File: src/rtl/rxr_pkg.sv
package rxr_pkg;
  localparam int DW          = 32;
  localparam int USED_BIT    = 0;
  localparam int WRAP_BIT    = 1;
  localparam int EOF_BIT     = 15;
  localparam int SOF_BIT     = 14;
  localparam int LEN_FIELD_W = 14;
  localparam int DESC_STRIDE = 8;
  localparam int FCS_BYTES   = 4;

  typedef enum logic [2:0] {
    S_IDLE,
    S_FETCH,
    S_WAIT,
    S_DATA,
    S_WB_STAT,
    S_WB_ADDR,
    S_DROP
  } rx_state_e;
endpackage

File: src/rtl/rxr_fcs_strip.sv
// Delays the byte stream by TAIL bytes when enabled; bytes still held at frame end are discarded.
module rxr_fcs_strip #(
  parameter int TAIL = 4
) (
  input  logic       clk_i,
  input  logic       rst_ni,
  input  logic       en_i,
  input  logic       fire_i,
  input  logic [7:0] data_i,
  input  logic       last_i,
  output logic       valid_o,
  output logic [7:0] data_o,
  output logic       end_o
);
  localparam int FW = $clog2(TAIL + 1);

  logic [7:0]    pipe_q [TAIL];
  logic [FW-1:0] fill_q;
  logic          full;

  assign full  = (fill_q == FW'(TAIL));
  assign end_o = fire_i && last_i;

  always_comb begin
    if (en_i) begin
      valid_o = fire_i && full;
      data_o  = pipe_q[0];
    end else begin
      valid_o = fire_i;
      data_o  = data_i;
    end
  end

  always_ff @(posedge clk_i or negedge rst_ni) begin
    if (!rst_ni) begin
      fill_q <= '0;
      for (int i = 0; i < TAIL; i++) pipe_q[i] <= '0;
    end else if (en_i && fire_i) begin
      if (last_i) begin
        fill_q <= '0;
      end else if (full) begin
        for (int i = 0; i < TAIL - 1; i++) pipe_q[i] <= pipe_q[i+1];
        pipe_q[TAIL-1] <= data_i;
      end else begin
        for (int i = 0; i < TAIL; i++)
          if (FW'(i) == fill_q) pipe_q[i] <= data_i;
        fill_q <= fill_q + FW'(1);
      end
    end
  end
endmodule

File: src/rtl/rxr_word_pack.sv
// Gathers bytes into little-endian words, caps the stored count, flushes the tail word at frame end.
module rxr_word_pack #(
  parameter int BUF_BYTES = 1536,
  parameter int LEN_W     = $clog2(BUF_BYTES + 1)
) (
  input  logic             clk_i,
  input  logic             rst_ni,
  input  logic             clear_i,
  input  logic             byte_valid_i,
  input  logic [7:0]       byte_i,
  input  logic             end_i,
  input  logic             gnt_i,
  output logic             pend_o,
  output logic [31:0]      data_o,
  output logic [3:0]       be_o,
  output logic [LEN_W-1:0] off_o,
  output logic [LEN_W-1:0] len_o,
  output logic             done_o
);
  localparam logic [LEN_W-1:0] CAP = LEN_W'(BUF_BYTES);

  logic [31:0]      wbuf_q, wbuf_n;
  logic [3:0]       be_q, be_n;
  logic [1:0]       lane_q;
  logic [LEN_W-1:0] cnt_q, off_q;
  logic             pend_q, fin_q;
  logic             take, full, pend_set;

  always_comb begin
    take   = byte_valid_i && (cnt_q < CAP);
    wbuf_n = wbuf_q;
    be_n   = be_q;
    if (take) begin
      wbuf_n[{lane_q, 3'b000} +: 8] = byte_i;
      be_n[lane_q]                  = 1'b1;
    end
    full     = take && (lane_q == 2'd3);
    pend_set = full || (end_i && (be_n != 4'b0));
    done_o   = (end_i && (be_n == 4'b0)) || (pend_q && gnt_i && fin_q);
  end

  assign pend_o = pend_q;
  assign data_o = wbuf_q;
  assign be_o   = be_q;
  assign off_o  = off_q;
  assign len_o  = cnt_q;

  always_ff @(posedge clk_i or negedge rst_ni) begin
    if (!rst_ni) begin
      wbuf_q <= '0;
      be_q   <= '0;
      lane_q <= '0;
      cnt_q  <= '0;
      off_q  <= '0;
      pend_q <= 1'b0;
      fin_q  <= 1'b0;
    end else if (clear_i) begin
      wbuf_q <= '0;
      be_q   <= '0;
      lane_q <= '0;
      cnt_q  <= '0;
      off_q  <= '0;
      pend_q <= 1'b0;
      fin_q  <= 1'b0;
    end else if (pend_q) begin
      if (gnt_i) begin
        pend_q <= 1'b0;
        fin_q  <= 1'b0;
        be_q   <= '0;
        off_q  <= off_q + LEN_W'(4);
      end
    end else begin
      wbuf_q <= wbuf_n;
      be_q   <= be_n;
      pend_q <= pend_set;
      fin_q  <= end_i && (be_n != 4'b0);
      if (take) begin
        lane_q <= lane_q + 2'd1;
        cnt_q  <= cnt_q + LEN_W'(1);
      end
    end
  end
endmodule

File: src/rtl/rxr_ring_ptr.sv
module rxr_ring_ptr (
  input  logic        clk_i,
  input  logic        rst_ni,
  input  logic        base_wr_i,
  input  logic [31:0] base_i,
  input  logic        adv_i,
  input  logic        wrap_i,
  output logic [31:0] ptr_o
);
  import rxr_pkg::*;

  logic [31:0] base_q, ptr_q;

  assign ptr_o = ptr_q;

  always_ff @(posedge clk_i or negedge rst_ni) begin
    if (!rst_ni) begin
      base_q <= '0;
      ptr_q  <= '0;
    end else if (base_wr_i) begin
      base_q <= base_i & ~32'(DESC_STRIDE - 1);
      ptr_q  <= base_i & ~32'(DESC_STRIDE - 1);
    end else if (adv_i) begin
      ptr_q <= wrap_i ? base_q : ptr_q + 32'(DESC_STRIDE);
    end
  end
endmodule

File: src/rtl/rxr_rx_ring.sv
module rxr_rx_ring #(
  parameter int BUF_BYTES = 1536
) (
  input  logic        clk_i,
  input  logic        rst_ni,
  input  logic        qbase_wr_i,
  input  logic [31:0] qbase_i,
  input  logic        strip_fcs_i,
  input  logic        rx_valid_i,
  input  logic [7:0]  rx_data_i,
  input  logic        rx_last_i,
  output logic        rx_ready_o,
  output logic        mem_req_o,
  output logic        mem_we_o,
  output logic [31:0] mem_addr_o,
  output logic [31:0] mem_wdata_o,
  output logic [3:0]  mem_be_o,
  input  logic        mem_gnt_i,
  input  logic [31:0] mem_rdata_i,
  output logic        bna_o
);
  import rxr_pkg::*;

  localparam int LEN_W = $clog2(BUF_BYTES + 1);

  rx_state_e        state_q, state_n;
  logic [31:0]      ptr, buf_q;
  logic             wrap_q, bna_q;
  logic             fire, adv;
  logic             st_valid, st_end;
  logic [7:0]       st_data;
  logic             pk_pend, pk_done;
  logic [31:0]      pk_data;
  logic [3:0]       pk_be;
  logic [LEN_W-1:0] pk_off, pk_len;
  logic [LEN_FIELD_W-1:0] len_fld;
  logic [31:0]      stat_word;

  assign rx_ready_o = ((state_q == S_DATA) && !pk_pend) || (state_q == S_DROP);
  assign fire       = rx_valid_i && rx_ready_o;
  assign adv        = (state_q == S_WB_ADDR) && mem_gnt_i;
  assign bna_o      = bna_q;

  rxr_ring_ptr u_ptr (
    .clk_i     (clk_i),
    .rst_ni    (rst_ni),
    .base_wr_i (qbase_wr_i),
    .base_i    (qbase_i),
    .adv_i     (adv),
    .wrap_i    (wrap_q),
    .ptr_o     (ptr)
  );

  rxr_fcs_strip #(.TAIL(FCS_BYTES)) u_strip (
    .clk_i   (clk_i),
    .rst_ni  (rst_ni),
    .en_i    (strip_fcs_i),
    .fire_i  (fire && (state_q == S_DATA)),
    .data_i  (rx_data_i),
    .last_i  (rx_last_i),
    .valid_o (st_valid),
    .data_o  (st_data),
    .end_o   (st_end)
  );

  rxr_word_pack #(.BUF_BYTES(BUF_BYTES), .LEN_W(LEN_W)) u_pack (
    .clk_i        (clk_i),
    .rst_ni       (rst_ni),
    .clear_i      (state_q == S_WAIT),
    .byte_valid_i (st_valid),
    .byte_i       (st_data),
    .end_i        (st_end),
    .gnt_i        (mem_gnt_i && (state_q == S_DATA)),
    .pend_o       (pk_pend),
    .data_o       (pk_data),
    .be_o         (pk_be),
    .off_o        (pk_off),
    .len_o        (pk_len),
    .done_o       (pk_done)
  );

  always_comb begin
    len_fld            = LEN_FIELD_W'(pk_len);
    stat_word          = '0;
    stat_word[EOF_BIT] = 1'b1;
    stat_word[SOF_BIT] = 1'b1;
    stat_word[LEN_FIELD_W-1:0] = len_fld;
  end

  always_comb begin
    mem_req_o   = 1'b0;
    mem_we_o    = 1'b0;
    mem_addr_o  = ptr;
    mem_wdata_o = '0;
    mem_be_o    = '0;
    unique case (state_q)
      S_FETCH: mem_req_o = 1'b1;
      S_DATA: begin
        mem_req_o   = pk_pend;
        mem_we_o    = pk_pend;
        mem_addr_o  = buf_q + 32'(pk_off);
        mem_wdata_o = pk_data;
        mem_be_o    = pk_be;
      end
      S_WB_STAT: begin
        mem_req_o   = 1'b1;
        mem_we_o    = 1'b1;
        mem_addr_o  = ptr + 32'd4;
        mem_wdata_o = stat_word;
        mem_be_o    = 4'hf;
      end
      S_WB_ADDR: begin
        mem_req_o   = 1'b1;
        mem_we_o    = 1'b1;
        mem_wdata_o = {buf_q[31:2], wrap_q, 1'b1};
        mem_be_o    = 4'hf;
      end
      default: ;
    endcase
  end

  always_comb begin
    state_n = state_q;
    unique case (state_q)
      S_IDLE:    if (rx_valid_i) state_n = S_FETCH;
      S_FETCH:   if (mem_gnt_i) state_n = S_WAIT;
      S_WAIT:    state_n = mem_rdata_i[USED_BIT] ? S_DROP : S_DATA;
      S_DATA:    if (pk_done) state_n = S_WB_STAT;
      S_WB_STAT: if (mem_gnt_i) state_n = S_WB_ADDR;
      S_WB_ADDR: if (mem_gnt_i) state_n = S_IDLE;
      S_DROP:    if (fire && rx_last_i) state_n = S_IDLE;
      default:   state_n = S_IDLE;
    endcase
  end

  always_ff @(posedge clk_i or negedge rst_ni) begin
    if (!rst_ni) begin
      state_q <= S_IDLE;
      buf_q   <= '0;
      wrap_q  <= 1'b0;
      bna_q   <= 1'b0;
    end else begin
      state_q <= state_n;
      bna_q   <= (state_q == S_WAIT) && mem_rdata_i[USED_BIT];
      if (state_q == S_WAIT && !mem_rdata_i[USED_BIT]) begin
        buf_q  <= {mem_rdata_i[31:2], 2'b00};
        wrap_q <= mem_rdata_i[WRAP_BIT];
      end
    end
  end
endmodule

File: config.mk
export PLATFORM = sky130hd
export DESIGN_NAME = rxr_rx_ring
export DESIGN_NICKNAME = d
export VERILOG_FILES = /design/src/rtl/rxr_pkg.sv /design/src/rtl/rxr_fcs_strip.sv /design/src/rtl/rxr_word_pack.sv /design/src/rtl/rxr_ring_ptr.sv /design/src/rtl/rxr_rx_ring.sv
export SDC_FILE = /design/constraint.sdc
export NUM_CORES = 1
export LEC_CHECK = 0
export BUFFER_PORTS_ARGS = -buffer_cell sky130_fd_sc_hd__buf_2
export CAP_MARGIN = 20
export CORE_MARGIN = 4
export CORE_UTILIZATION = 40
export CTS_CLUSTER_SIZE = 8
export DETAILED_ROUTE_END_ITERATION = 6
export HOLD_SLACK_MARGIN = 0.1
export MAX_ROUTING_LAYER = met4
export SETUP_SLACK_MARGIN = 0.02
export SLEW_MARGIN = 5
export SYNTH_ARGS = -nofsm -noshare
export SYNTH_HDL_FRONTEND = slang
export SYNTH_HIERARCHICAL = 1
export SYNTH_SLANG_ARGS = --single-unit
File: constraint.sdc
create_clock -name clk_i -period 3.29 [get_ports clk_i]
set_clock_uncertainty 0.05 [all_clocks]
set_input_delay 0 -clock clk_i [delete_from_list [all_inputs] [get_ports clk_i]]
set_output_delay 0 -clock clk_i [all_outputs]
set_load 0.005 [all_outputs]
After elaboration in Yosys (flattened, before gate mapping) --
Index checks and enable logic that the tools add are counted.
Storage, ports and cells: flip-flop bits (word level) 193, input port bits 79, output and inout port bits 72, word-level logic and storage cells 148
Operators by class: $add $sub $neg 8, $lt $le $gt $ge 3, eq/ne operators 20, shift-type cells 2, multiplexer cells 50, bitwise gates (word level) 2, reductions and logical operators 45
Operators with widths (count):
- 32-bit 2-to-1 mux | 7
- 32-bit case mux with 3 select lines | 1
- 11-bit 2-to-1 mux | 6
- 32-bit case mux with 2 select lines | 1
- 8-bit 2-to-1 mux | 5
- 32-bit by 11-bit adder with 32-bit output | 1
- 32-bit by 3-bit adder with 32-bit output, second input constant | 1
- 32-bit by 4-bit adder with 32-bit output, second input constant | 1
- 32-bit bitwise mux | 1
- 8-bit by 7-bit variable shift with 32-bit output, first input constant | 1
- 8-bit by 7-bit variable part select with 32-bit output | 1
- 3-bit 2-to-1 mux | 9
- 3-bit case mux with 7 select lines | 1
- 1-bit logical AND | 18
- 4-bit 2-to-1 mux | 4
- 2-bit nonzero test | 8
- 3-bit == test, second input constant | 4
- 2-bit inequality test, second input constant | 6
- 3-bit AND reduction | 4
- 11-bit by 1-bit adder with 11-bit output, second input constant | 1
- 11-bit by 3-bit adder with 11-bit output, second input constant | 1
- 11-bit less-than comparator, second input constant | 1
- 1-bit 2-to-1 mux | 8
- 4-bit case mux with 2 select lines | 1
- 26 further kinds | 38

Depth between registers and ports, before layout --
Gate-level depths: netlist of the first run.
depth in word-level cells 14, depth in mapped cells 16, gate-level depth less buffers 13

Cells and area by module --
Netlist of the first run, hierarchy kept.
By module, submodules not included:
- rxr_rx_ring | times used 1, cells an instance 451, area each 3833.7 um^2, sequential area each 875.8 um^2
- rxr_ring_ptr | times used 1, cells an instance 389, area each 3326.9 um^2, sequential area each 1451.4 um^2
- rxr_word_pack | times used 1, cells an instance 271, area each 2886.5 um^2, sequential area each 1501.4 um^2
- rxr_fcs_strip | times used 1, cells an instance 167, area each 1804.2 um^2, sequential area each 875.8 um^2

Worst setup path after synthesis of the first run --
OpenSTA, ideal clock, no wires.
path kind register to register, start point register state_q[1], end point register state_q[2], library setup time 119 ps, arrival time 2802 ps, data required time 3121 ps, slack 319 ps, stages on the path, launching flop included 17, buffers on the path 4, clock period less this slack 2971 ps, cells stage by stage dfrtp_1 -> buf_2 -> nor2b_1 -> and2_1 -> buf_2 -> buf_2 -> and3_1 -> a21boi_0 -> a21bo_1 -> buf_6 -> o21ai_1 -> o21ai_1 -> a2bb2oi_1 -> o21ai_0 -> nor2_1 -> a21oi_1 -> nor2_1
Between the ends: word-level cells in the longest chain between the ends 14, elaborated cells on any way between the ends 31, classes of those cells 12 x eq/ne; 3 x mux; 16 x reduce/logical
Ends and longest elaborated chain:
- start, declared | RTL line rxr_rx_ring.sv:26 | rx_state_e state_q, state_n;
- start signal, assigned | RTL line rxr_rx_ring.sv:143 | state_q <= state_n;
- 3-bit by 2-bit == test with 1-bit output | RTL line rxr_rx_ring.sv:39, rxr_rx_ring.sv:58
- 1-bit logical AND | RTL line rxr_rx_ring.sv:39 | assign rx_ready_o = ((state_q == S_DATA) && !pk_pend) || (state_q == S_DROP);
- 1-bit logical OR | RTL line rxr_rx_ring.sv:39
- 1-bit logical AND | RTL line rxr_rx_ring.sv:40 | assign fire = rx_valid_i && rx_ready_o;
- 1-bit logical AND (*) | RTL line rxr_rx_ring.sv:58 | .fire_i (fire && (state_q == S_DATA)),
- 1-bit logical AND | RTL line rxr_fcs_strip.sv:26 | valid_o = fire_i && full;
- 1-bit 2-to-1 mux (*) | RTL line rxr_fcs_strip.sv:25 | if (en_i) begin
- named net st_valid | RTL line rxr_rx_ring.sv:30 | logic st_valid, st_end;
- 1-bit logical AND (*) | RTL line rxr_word_pack.sv:30 | take = byte_valid_i && (cnt_q < CAP);
- 4-bit 2-to-1 mux (*) | RTL line rxr_word_pack.sv:33 | if (take) begin
- 4-bit logical NOT (*) | RTL line rxr_word_pack.sv:39 | done_o = (end_i && (be_n == 4'b0)) || (pend_q && gnt_i && fin_q);
- 1-bit logical AND (*) | RTL line rxr_word_pack.sv:39
- 1-bit logical OR (*) | RTL line rxr_word_pack.sv:39
- named net pk_done | RTL line rxr_rx_ring.sv:32 | logic pk_pend, pk_done;
- 2-bit inequality test (no line) (*)
- 6-bit AND reduction (no line) (*)
Mark *: on every way through the listed nets, which the timed path passes. The rest lies on a longest branch. A chain may end at the register's enable or synchronous reset.

Worst setup path in the final report of the first run --
start point register u_pack.off_q[2], in the netlist u_pack/off_o[2], end point output port mem_addr_o[22]
Between the ends: word-level cells in the longest chain between the ends 2
Ends and longest elaborated chain:
- start, declared | RTL line rxr_word_pack.sv:25 | logic [LEN_W-1:0] cnt_q, off_q;
- start signal, assigned | RTL line rxr_word_pack.sv:70 | off_q <= off_q + LEN_W'(4);
- 32-bit by 11-bit adder with 32-bit output | RTL line rxr_rx_ring.sv:101 | mem_addr_o = buf_q + 32'(pk_off);
- 32-bit case mux with 2 select lines | RTL line rxr_rx_ring.sv:96 | unique case (state_q)
- end, declared | RTL line rxr_rx_ring.sv:15 | output logic [31:0] mem_addr_o,
No other way between the ends.

==> results of run 1 <==
==> cell type report <==
class	count	area [um^2]	area share, %
Multi-Input combinational cell	944	6507	45.20
Timing Repair Buffer	264	1856	12.89
Tap cell	384	480.5	3.337
Sequential cell	188	4707	32.69
Inverter	64	241.5	1.677
Clock buffer	18	439.2	3.050
Clock inverter	14	166.4	1.156
==> report_power, final <==
| part | internal, mW | switching, mW |
|---|---|---|
| Clock | 1.11 | 1.05 |
| Sequential | 2.76 | 0.789 |
| Combinational | 1.40 | 1.91 |
| Total | 5.27 | 3.75 |
==> metal layers <==
layer	global-route usage, %	part of all wire [%]
met2	34.33	46
met5	-	0
met4	6.292	2.1
met3	4.057	5.7
met1	30.95	46
==> cell usage after synthesis, types with 22 or more instances <==
master | number | area share, %
o21ai_0 | 79 | 3.3
mux2_2 | 50 | 4.8
a22o_1 | 49 | 3.6
o21ai_1 | 22 | 0.93
nand3_1 | 46 | 1.9
nor2_1 | 53 | 1.7
nor2b_1 | 26 | 1.4
inv_1 | 63 | 2.0
clkbuf_1 | 40 | 1.3
a21oi_1 | 57 | 2.4
xnor2_1 | 27 | 2.0
dfrtp_1 | 188 | 40
nand4_1 | 29 | 1.5
a31oi_1 | 23 | 1.2
nand2_1 | 150 | 4.8
==> worst max-delay path, cell delays in order, from the launching register on <==
cell and delay, ns:
dfrtp_1 0.46, ha_1 0.21, inv_1 0.05, fa_1 0.38, nand2b_1 0.17, a21oi_1 0.17, nand4bb_2 0.31, nand3_1 0.19
o311ai_1 0.43, buf_2 0.20
==> flip-flops by register name, indices dropped and copies added (netlist names), 2 cells and up <==
signal and count:
u_ptr/ptr_o 29, u_pack/lane_q 2, u_pack/be_o 4, u_strip/fill_q 3
u_ptr/base_q 29, u_strip/pipe_q 32, u_pack/data_o 32, u_pack/off_o 9
u_pack/len_o 11, state_q 3, buf_q 30
==> per-stage QoR <==
stage                     util, %  std cells
after CTS                   49.71       1876
after floorplan                 -       1281
after detailed placement    44.45       1753
after global routing        49.76       1876
final                       49.76       1876
after global placement      44.45       1753
==> worst min-delay path by stage <==
| stage | slack [ns] | cells past startpoint | start | to |
|---|---|---|---|---|
| global route | 0.24 | 2 | rst_ni | u_pack/len_o[6] |
| floorplan | -0.35 | 0 | rst_ni | bna_o |
| finish | 0.15 | 2 | rst_ni | u_pack/len_o[6] |
| detailed placement | 0.12 | 1 | rst_ni | buf_q[4] |
| CTS | 0.20 | 2 | rst_ni | u_pack/len_o[4] |
| global placement | 0.12 | 1 | rst_ni | buf_q[4] |
==> what timing repair did <==
action / in CTS / in global routing
hold buffers: 91 / 0
gates resized for setup: 1 / 10
cloned: 0 / 0
hold endpoints to repair: 257 / 0
setup endpoints to repair: 2 / 8
==> kinds of logic after synthesis <==
| kind of cell | after synthesis | synth area share [%] |
|---|---|---|
| AO/OA/AOI/OAI | 361 | 22.00 |
| XOR/XNOR | 45 | 3.326 |
| adder cells (fa/ha/maj) | 22 | 2.386 |
| buffers and inverters | 149 | 5.722 |
| flip-flops | 188 | 39.70 |
| multiplexers | 73 | 6.746 |
| other | 2 | 0.06337 |
| AND/OR/NAND/NOR | 438 | 20.06 |
==> results.tsv, run 1 <==
metric	value	unit
final slew viol count	0	
Fin Setup TNS	0	ns
Post-Syn Instances	1278	
maxcap violations	0	
Die X	180.1	um
R2R depth	14	
Worst Max-Slew Pin Slew	0.8752	ns
Final WS setup	0.2117	ns
DR vias/cell	5.678	
Pleak	6.256	nW
row count	62	
Post-CTS Setup Inserts	0	
pwr/cell area	626.3	nW/um^2
Detail Placement HPWL	25840	um
Routed WL per cell	19.30	um
worst setup path class	reg -> out	
R2R Path Start	state_q[2]	
Core ar.	28940	um^2
minimum clock period	3.078	ns
worst setup path end	mem_addr_o[22]	
antenna diode count	0	
worst-path fanout max	9	
most common cell after layout, fill and taps aside	dfrtp_1	
GP Congestion	0.8426	
largest net degree at the start of global routing	100	
most frequent cells in the layout	dfrtp_1 (186), nand2_1 (150), buf_2 (144), dlygate4sd3_1 (91), o21ai_0 (75)	
clock root buffer	clkbuf_16	
Final setup viols	0	
worst min-delay path class	in -> async	
total gr overflow	0	
P&R area growth vs syn	21.48	%
H-tree depth	4	
Rel. slew slack	41.66	%
number of synthesized register bits	188	
Synth Flop Type	dfrtp_1	
placed cell area	12860	um^2
first-pass GRT wire length	57290	um
worst hold-check slack	0.1544	ns
maximum vdd drop	0.3747	mV
Final Hold Viols	0	
Setup WS pre-CTS	0.4873	ns
Die H	180.1	um
synthesized cell area	11850	um^2
clk sinks	188	
FFs w/ async S/R, synth	100.0	%
Detail Route Antenna Nets	0	
Layout fillers	2712	
RSZ-0062 raised after global routing	false	
startpoint types	register	
via count	10651	
clock latency on the worst-skew pair	0.46	ns
Top Ports	151	
Worst R2R Setup Slack	0.25	ns
Worst-path clk slew	0.08	ns
# DRC	0	
Syn Area/Cell	9.273	um^2
antenna violations before repair	0	
max frequency	0.3249	GHz
CP Capture Type	output pin	
Pre-antenna DRT Iters	5	
synthesis warning total	6	
cts bufs inserted	17	
share of cells above drive strength 1	20.98	%
worst endpoint required time	3.24	ns
overall power	9.017	mW
WP data arrival	3.03	ns
Synth cell types	95	
Seq/Total Area, Yosys	39.70	%
Initial Util	40.96	%
Die ar.	32450	um^2
outcome	complete, no violations	
I/O Buffers	145	
Tot GR Track Use	22.47	%
Post-synth EDFFs	0	
deepest clock path buffer count	2	
CTS tree	built	
post-route cell area	14400	um^2
DRT Wirelength	36210	um
Setup crit start	u_pack/off_o[2]	
Reg-to-Reg End	state_q[2]	
nets	1580	
vias in the first global route	10088	
1st-iter DRT viols	900	
Final Cycle Share	93.56	%
No activity file was read; power rests on OpenSTA's default activity.
==> run 2, diff against run 1 <==
--- a/config.mk
+++ b/config.mk
@@ -13,6 +13,7 @@
 export DETAILED_ROUTE_END_ITERATION = 6
 export HOLD_SLACK_MARGIN = 0.1
 export MAX_ROUTING_LAYER = met4
+export PLACE_DENSITY_LB_ADDON = 0.12
 export SETUP_SLACK_MARGIN = 0.02
 export SLEW_MARGIN = 5
 export SYNTH_ARGS = -nofsm -noshare
==> run 2 against run 1 <==
Die area unchanged. Register-to-register slack improved by 0.16 ns. Global-route usage increased by 0.68 points. Flip-flop and latch count unchanged. Largest cell class unchanged.
==> results.tsv, run 2 (synthesized netlist as in run 1, its figures left out) <==
metric	value	unit	change
share of power burned in registers	38.1	%	-1.2 points
startpoint types	register		
placed cell area	12900	um^2	+0.32%
most common cell after layout, fill and taps aside	dfrtp_1		
Worst Path Buf+Inv	2		unchanged
max incr delay on CP	0.46	ns	about the same
worst-path fanout max	9		unchanged
final slew viol count	0		unchanged
cts bufs inserted	17		unchanged
Tot GR Track Use	23.15	%	+0.68 points
Pleak	6.284	nW	+0.45%
share of cells above drive strength 1	21.07	%	+0.092 points
clk sinks	188		unchanged
outcome	complete, no violations		
maximum vdd drop	0.3877	mV	+3.5%
antenna violations before repair	0		unchanged
worst endpoint required time	3.24	ns	about the same
largest net degree at the start of global routing	94		-6.0%
Clk pwr share	23.1	%	-0.9 points
Top Ports	151		unchanged
worst setup path class	reg -> out		
Detail Placement HPWL	26130	um	+1.1%
Fin Setup TNS	0	ns	unchanged
CTS tree	built		
vias in the first global route	10082		-0.059%
Worst Max-Slew Pin Slew	0.8460	ns	-0.02914 ns
Die X	180.1	um	unchanged
Worst R2R Setup Slack	0.41	ns	+0.16 ns
R2R depth	10		-4
sw power	3.784	mW	+0.88%
P_int	5.303	mW	+0.68%
sw frac	41.64	%	+0.048 points
worst min-delay path class	in -> async		
clock root buffer	clkbuf_16		
clock latency on the worst-skew pair	0.46	ns	about the same
1st-iter DRT viols	788		-12%
I/O Buffers	145		unchanged
maxcap violations	0		unchanged
# DRC	0		unchanged
P&R area growth vs syn	21.77	%	
Initial Util	40.96	%	unchanged
Die H	180.1	um	unchanged
max frequency	0.3191	GHz	-1.8%
WP data arrival	3.08	ns	+0.05 ns
minimum clock period	3.134	ns	+0.05594 ns
Routed WL per cell	19.60	um	+1.5%
antenna diode count	0		unchanged
Rel. slew slack	43.60	%	+1.9 points
H-tree depth	4		unchanged
row count	62		unchanged
total gr overflow	0		unchanged
first-pass GRT wire length	58660	um	+2.4%
Pre-antenna DRT Iters	5		unchanged
post-route cell area	14430	um^2	+0.23%
DRT Wirelength	36830	um	+1.7%
pwr/cell area	629.6	nW/um^2	+0.53%
Reg-to-Reg End	u_pack/len_o[8]		
Layout fillers	2781		+2.5%
cells along the critical path	ha_1, inv_1, fa_1, nand2b_1, a21oi_1, nand4bb_2, nand3_1, o311ai_2, buf_2		
CP Capture Type	output pin		
Final Hold Viols	0		unchanged
Comb pwr share	38.8	%	+2.1 points
nets	1583		+0.19%
RSZ-0062 raised after global routing	false		
DR vias/cell	5.597		-1.4%
R2R Path Start	state_q[2]		
via count	10516		-1.3%
Final Cycle Share	95.26	%	+1.7 points
Worst-path clk slew	0.08	ns	about the same
Final setup viols	0		unchanged
most frequent cells in the layout	dfrtp_1 (188), nand2_1 (150), buf_2 (144), dlygate4sd3_1 (92), o21ai_0 (74)		
Die ar.	32450	um^2	unchanged
Detail Route Antenna Nets	0		unchanged
Core ar.	28940	um^2	unchanged
deepest clock path buffer count	2		unchanged
Crit path max-delay family	simple AND/OR/NAND/NOR gates		
Worst path slowest cell	dfrtp_1		
overall power	9.086	mW	+0.77%
GP Congestion	0.8759		+4.0%
[run 2: changes by cell type in the layout (fill, tap and decap cells not counted), sizes merged]
cell	before	now
inv	71	72
dlygate4sd3	91	92
buf	172	174
clkinv	4	6
clkinvlp	2	0
bufinv	1	0
[run 2: worst max-delay path by stage]
stage,startpoint,endpoint,cells after the start
final,u_pack/off_o[2],mem_addr_o[28],9
after global placement,state_q[2],u_pack/len_o[8],10
after global routing,u_pack/off_o[2],mem_addr_o[28],9
after floorplan,state_q[1],state_q[2],16
after detailed placement,state_q[2],u_pack/len_o[8],10
after CTS,u_pack/off_o[2],mem_addr_o[16],10
[run 2: timing repair]
| item | in CTS | in global routing |
|---|---|---|
| setup endpoints to repair | 3 | 6 |
| hold buffers | 92 | 0 |
| buffers inserted | 0 | 0 |
| endpoints found under the hold margin | 252 | 0 |
| gates resized for setup | 3 | 7 |
[run 2: worst register-to-register path, stage by stage, from the launching register on]
cell and delay (ns):
dfrtp_1 0.49, nand2b_1 0.23, nor2_1 0.09, o21a_1 0.14, and3_1 0.32, a21boi_0 0.40
a21bo_1 0.27, buf_4 0.18, nor3_4 0.18, nand3_1 0.11, mux2_4 0.31
[run 2: per-layer routing]
layer | wire, um | vias up | track usage [%] | share of wire (%)
met5 | 0 | - | - | 0
met4 | 410 | 0 | 4.325 | 1.1
met3 | 2123 | 29 | 4.340 | 5.8
met2 | 17140 | 313 | 35.85 | 47
met1 | 17150 | 5101 | 32.29 | 47
li1 | - | 5073 | - | -
[run 2: area by class of cell]
| type | count | area (um^2) | area share (%) |
|---|---|---|---|
| Tap cell | 384 | 480.5 | 3.329 |
| Timing Repair Buffer | 267 | 1906 | 13.20 |
| Sequential cell | 188 | 4705 | 32.60 |
| Multi-Input combinational cell | 944 | 6516 | 45.15 |
| Clock buffer | 18 | 439.2 | 3.043 |
| Clock inverter | 14 | 143.9 | 0.9971 |
| Inverter | 64 | 241.5 | 1.673 |
[run 2: power groups by stage]
stage	combinational (mW)	clock, mW	sequential (mW)
CTS	3.51	2.16	3.45
finish	3.53	2.10	3.46
global placement	3.25	0	3.49
detailed placement	3.28	0	3.49
floorplan	2.31	0	3.17
global route	3.90	2.25	3.53
[run 2: per-stage QoR]
step / hold slack, ns / utilization (%) / cells / worst slack [ns]
CTS: 0.1584 / 49.86 / 1879 / 0.1210
detailed placement: 0.08448 / 44.59 / 1755 / 0.3912
finish: 0.1082 / 49.87 / 1879 / 0.1558
floorplan: -0.3456 / - / 1281 / 0.3190
global route: 0.1913 / 49.87 / 1879 / 0.02361
global placement: 0.08374 / 44.59 / 1755 / 0.4241
==> run 3, diff against run 2 <==
--- a/config.mk
+++ b/config.mk
@@ -8,7 +8,7 @@
 export BUFFER_PORTS_ARGS = -buffer_cell sky130_fd_sc_hd__buf_2
 export CAP_MARGIN = 20
 export CORE_MARGIN = 4
-export CORE_UTILIZATION = 40
+export CORE_UTILIZATION = 45
 export CTS_CLUSTER_SIZE = 8
 export DETAILED_ROUTE_END_ITERATION = 6
 export HOLD_SLACK_MARGIN = 0.1
==> constraint.sdc (replaced) <==
create_clock -name clk_i -period 3.2 [get_ports clk_i]
set_clock_uncertainty 0.05 [all_clocks]
set_input_delay 0 -clock clk_i [delete_from_list [all_inputs] [get_ports clk_i]]
set_output_delay 0 -clock clk_i [all_outputs]
set_load 0.005 [all_outputs]
==> run 3 against run 2 <==
Hold slack improved by 0.028 ns. Die area fell by 11%. Final area is essentially flat. Via count grew 0.92%. Utilization grew 5.7 points. Critical path type unchanged. Largest power group is now registers.
==> results.tsv, run 3 (synthesized netlist as in run 1, its figures left out) <==
metric	value	unit	change
Detail Placement HPWL	25760	um	-1.4%
WP data arrival	2.99	ns	-0.09 ns
Fin Setup TNS	0	ns	unchanged
worst-path fanout max	9		unchanged
clock latency on the worst-skew pair	0.45	ns	about the same
worst endpoint required time	3.15	ns	-0.09 ns
post-route cell area	14440	um^2	about the same
DR vias/cell	5.784		+3.3%
Final setup viols	0		unchanged
Layout fillers	2399		-14%
Initial Util	45.61	%	+4.7 points
deepest clock path buffer count	2		unchanged
Worst path slowest cell	dfrtp_1		
Worst R2R Setup Slack	0.52	ns	+0.11 ns
vias in the first global route	10208		+1.2%
pwr/cell area	643.2	nW/um^2	+2.2%
first-pass GRT wire length	57790	um	-1.5%
CP Capture Type	output pin		
Core ar.	25980	um^2	-10%
Die ar.	29000	um^2	-11%
antenna diode count	0		unchanged
P&R area growth vs syn	21.86	%	about the same
minimum clock period	3.037	ns	
Worst Max-Slew Pin Slew	0.7929	ns	-0.05308 ns
Worst-path clk slew	0.08	ns	about the same
placed cell area	12850	um^2	-0.39%
Pre-antenna DRT Iters	5		unchanged
CTS tree	built		
Tot GR Track Use	26.01	%	+2.9 points
H-tree depth	4		unchanged
Routed WL per cell	19.97	um	+1.9%
nets	1588		+0.32%
I/O Buffers	145		unchanged
Setup crit start	u_pack/off_o[2]		
maxcap violations	0		unchanged
GP Congestion	0.8697		-0.71%
final slew viol count	0		unchanged
share of cells above drive strength 1	21.47	%	+0.40 points
Die X	170.3	um	-5.5%
Setup WS pre-CTS	0.3461	ns	-0.04510 ns
cells along the critical path	ha_1, inv_1, fa_1, nand2b_1, a21oi_2, nand4bb_4, nand4bb_1, xor2_1, o21ai_0, buf_2		
most frequent cells in the layout	dfrtp_1 (188), nand2_1 (149), buf_2 (144), dlygate4sd3_1 (92), o21ai_0 (76)		
Final Hold Viols	0		unchanged
Final WS setup	0.1628	ns	+0.007001 ns
row count	59		-4.8%
max frequency	0.3293	GHz	
Reg-to-Reg End	u_strip/fill_q[1]		
Sequential Area	4705	um^2	unchanged
startpoint types	register		
Die H	170.3	um	-5.5%
outcome	complete, no violations		
clk sinks	188		unchanged
Post-CTS Setup Inserts	0		unchanged
maximum vdd drop	0.4357	mV	+12%
multi-input logic area	6561	um^2	+0.69%
Pleak	6.318	nW	+0.55%
fin util	55.58	%	+5.7 points
Top Ports	151		unchanged
1st-iter DRT viols	730		-7.4%
worst setup path end	mem_addr_o[14]		
DRT Wirelength	36650	um	-0.49%
total gr overflow	0		unchanged
R2R depth	9		-1
antenna violations before repair	0		unchanged
R2R Path Start	state_q[2]		
# DRC	0		unchanged
RSZ-0062 raised after global routing	false		
Detail Route Antenna Nets	0		unchanged
max incr delay on CP	0.45	ns	about the same
Rel. slew slack	46.70	%	+3.1 points
largest net degree at the start of global routing	86		-8.5%
most common cell after layout, fill and taps aside	dfrtp_1		
cts bufs inserted	17		unchanged
Final Cycle Share	94.91	%	
via count	10613		+0.92%
worst min-delay path class	in -> async		
clock root buffer	clkbuf_16		
worst setup path class	reg -> out		
-- run 3: cell type report --
type | instances | area share [%]
clock buffer | 17 | 2.946
clock inverter | 15 | 1.196
inverter | 64 | 1.672
multi-input combinational | 944 | 45.43
timing repair buffer | 272 | 13.28
tap | 335 | 2.902
sequential | 188 | 32.57
-- run 3: routing by layer --
layer | wire (um) | vias to the layer above | track usage (%)
met5 | 0 | - | -
met4 | 784 | 0 | 7.014
met3 | 2009 | 36 | 3.879
met2 | 17050 | 352 | 40.22
met1 | 16800 | 5150 | 35.99
li1 | - | 5075 | -
-- run 3: worst min-delay path by stage --
stage	startpoint	to	slack (ns)	cells past startpoint
finish	rst_ni	u_pack/len_o[0]	0.14	2
global route	rst_ni	u_pack/len_o[0]	0.19	2
CTS	rst_ni	u_pack/len_o[0]	0.17	2
detailed placement	rst_ni	u_pack/off_o[3]	0.07	1
global placement	rst_ni	u_pack/off_o[3]	0.08	1
floorplan	rst_ni	bna_o	-0.35	0
-- run 3: what timing repair did --
action / in CTS / in global routing
hold buffers: 92 / 0
endpoints found under the setup margin: 8 / 15
gates resized for setup: 4 / 10
hold endpoints to repair: 240 / 0
pin swaps: 0 / 1
gates cloned: 0 / 0
-- run 3: power by group --
part	leakage [nW]	switching [mW]	internal [mW]	total [mW]
Sequential	2.35	0.755	2.83	3.59
Combinational	3.68	2.03	1.48	3.50
Clock	0.286	1.08	1.12	2.20
-- run 3: metrics by stage --
step                      cells  hold WS (ns)  total power, mW
after detailed placement   1711       0.07375            6.947
after global routing       1835        0.1925            9.883
final                      1835        0.1358            9.290
after floorplan            1281       -0.3456            5.637
after CTS                  1835        0.1656            9.286
after global placement     1711       0.07697            6.905
-- run 3: worst max-delay path: cells and delay by family, from the launching register on --
kind,cells,cell delay (ns)
buffers and inverters,2,0.24
flip-flops,1,0.45
XOR/XNOR,1,0.15
adder cells (fa/ha/maj),2,0.58
AND/OR/NAND/NOR,3,0.60
AO/OA/AOI/OAI,2,0.52
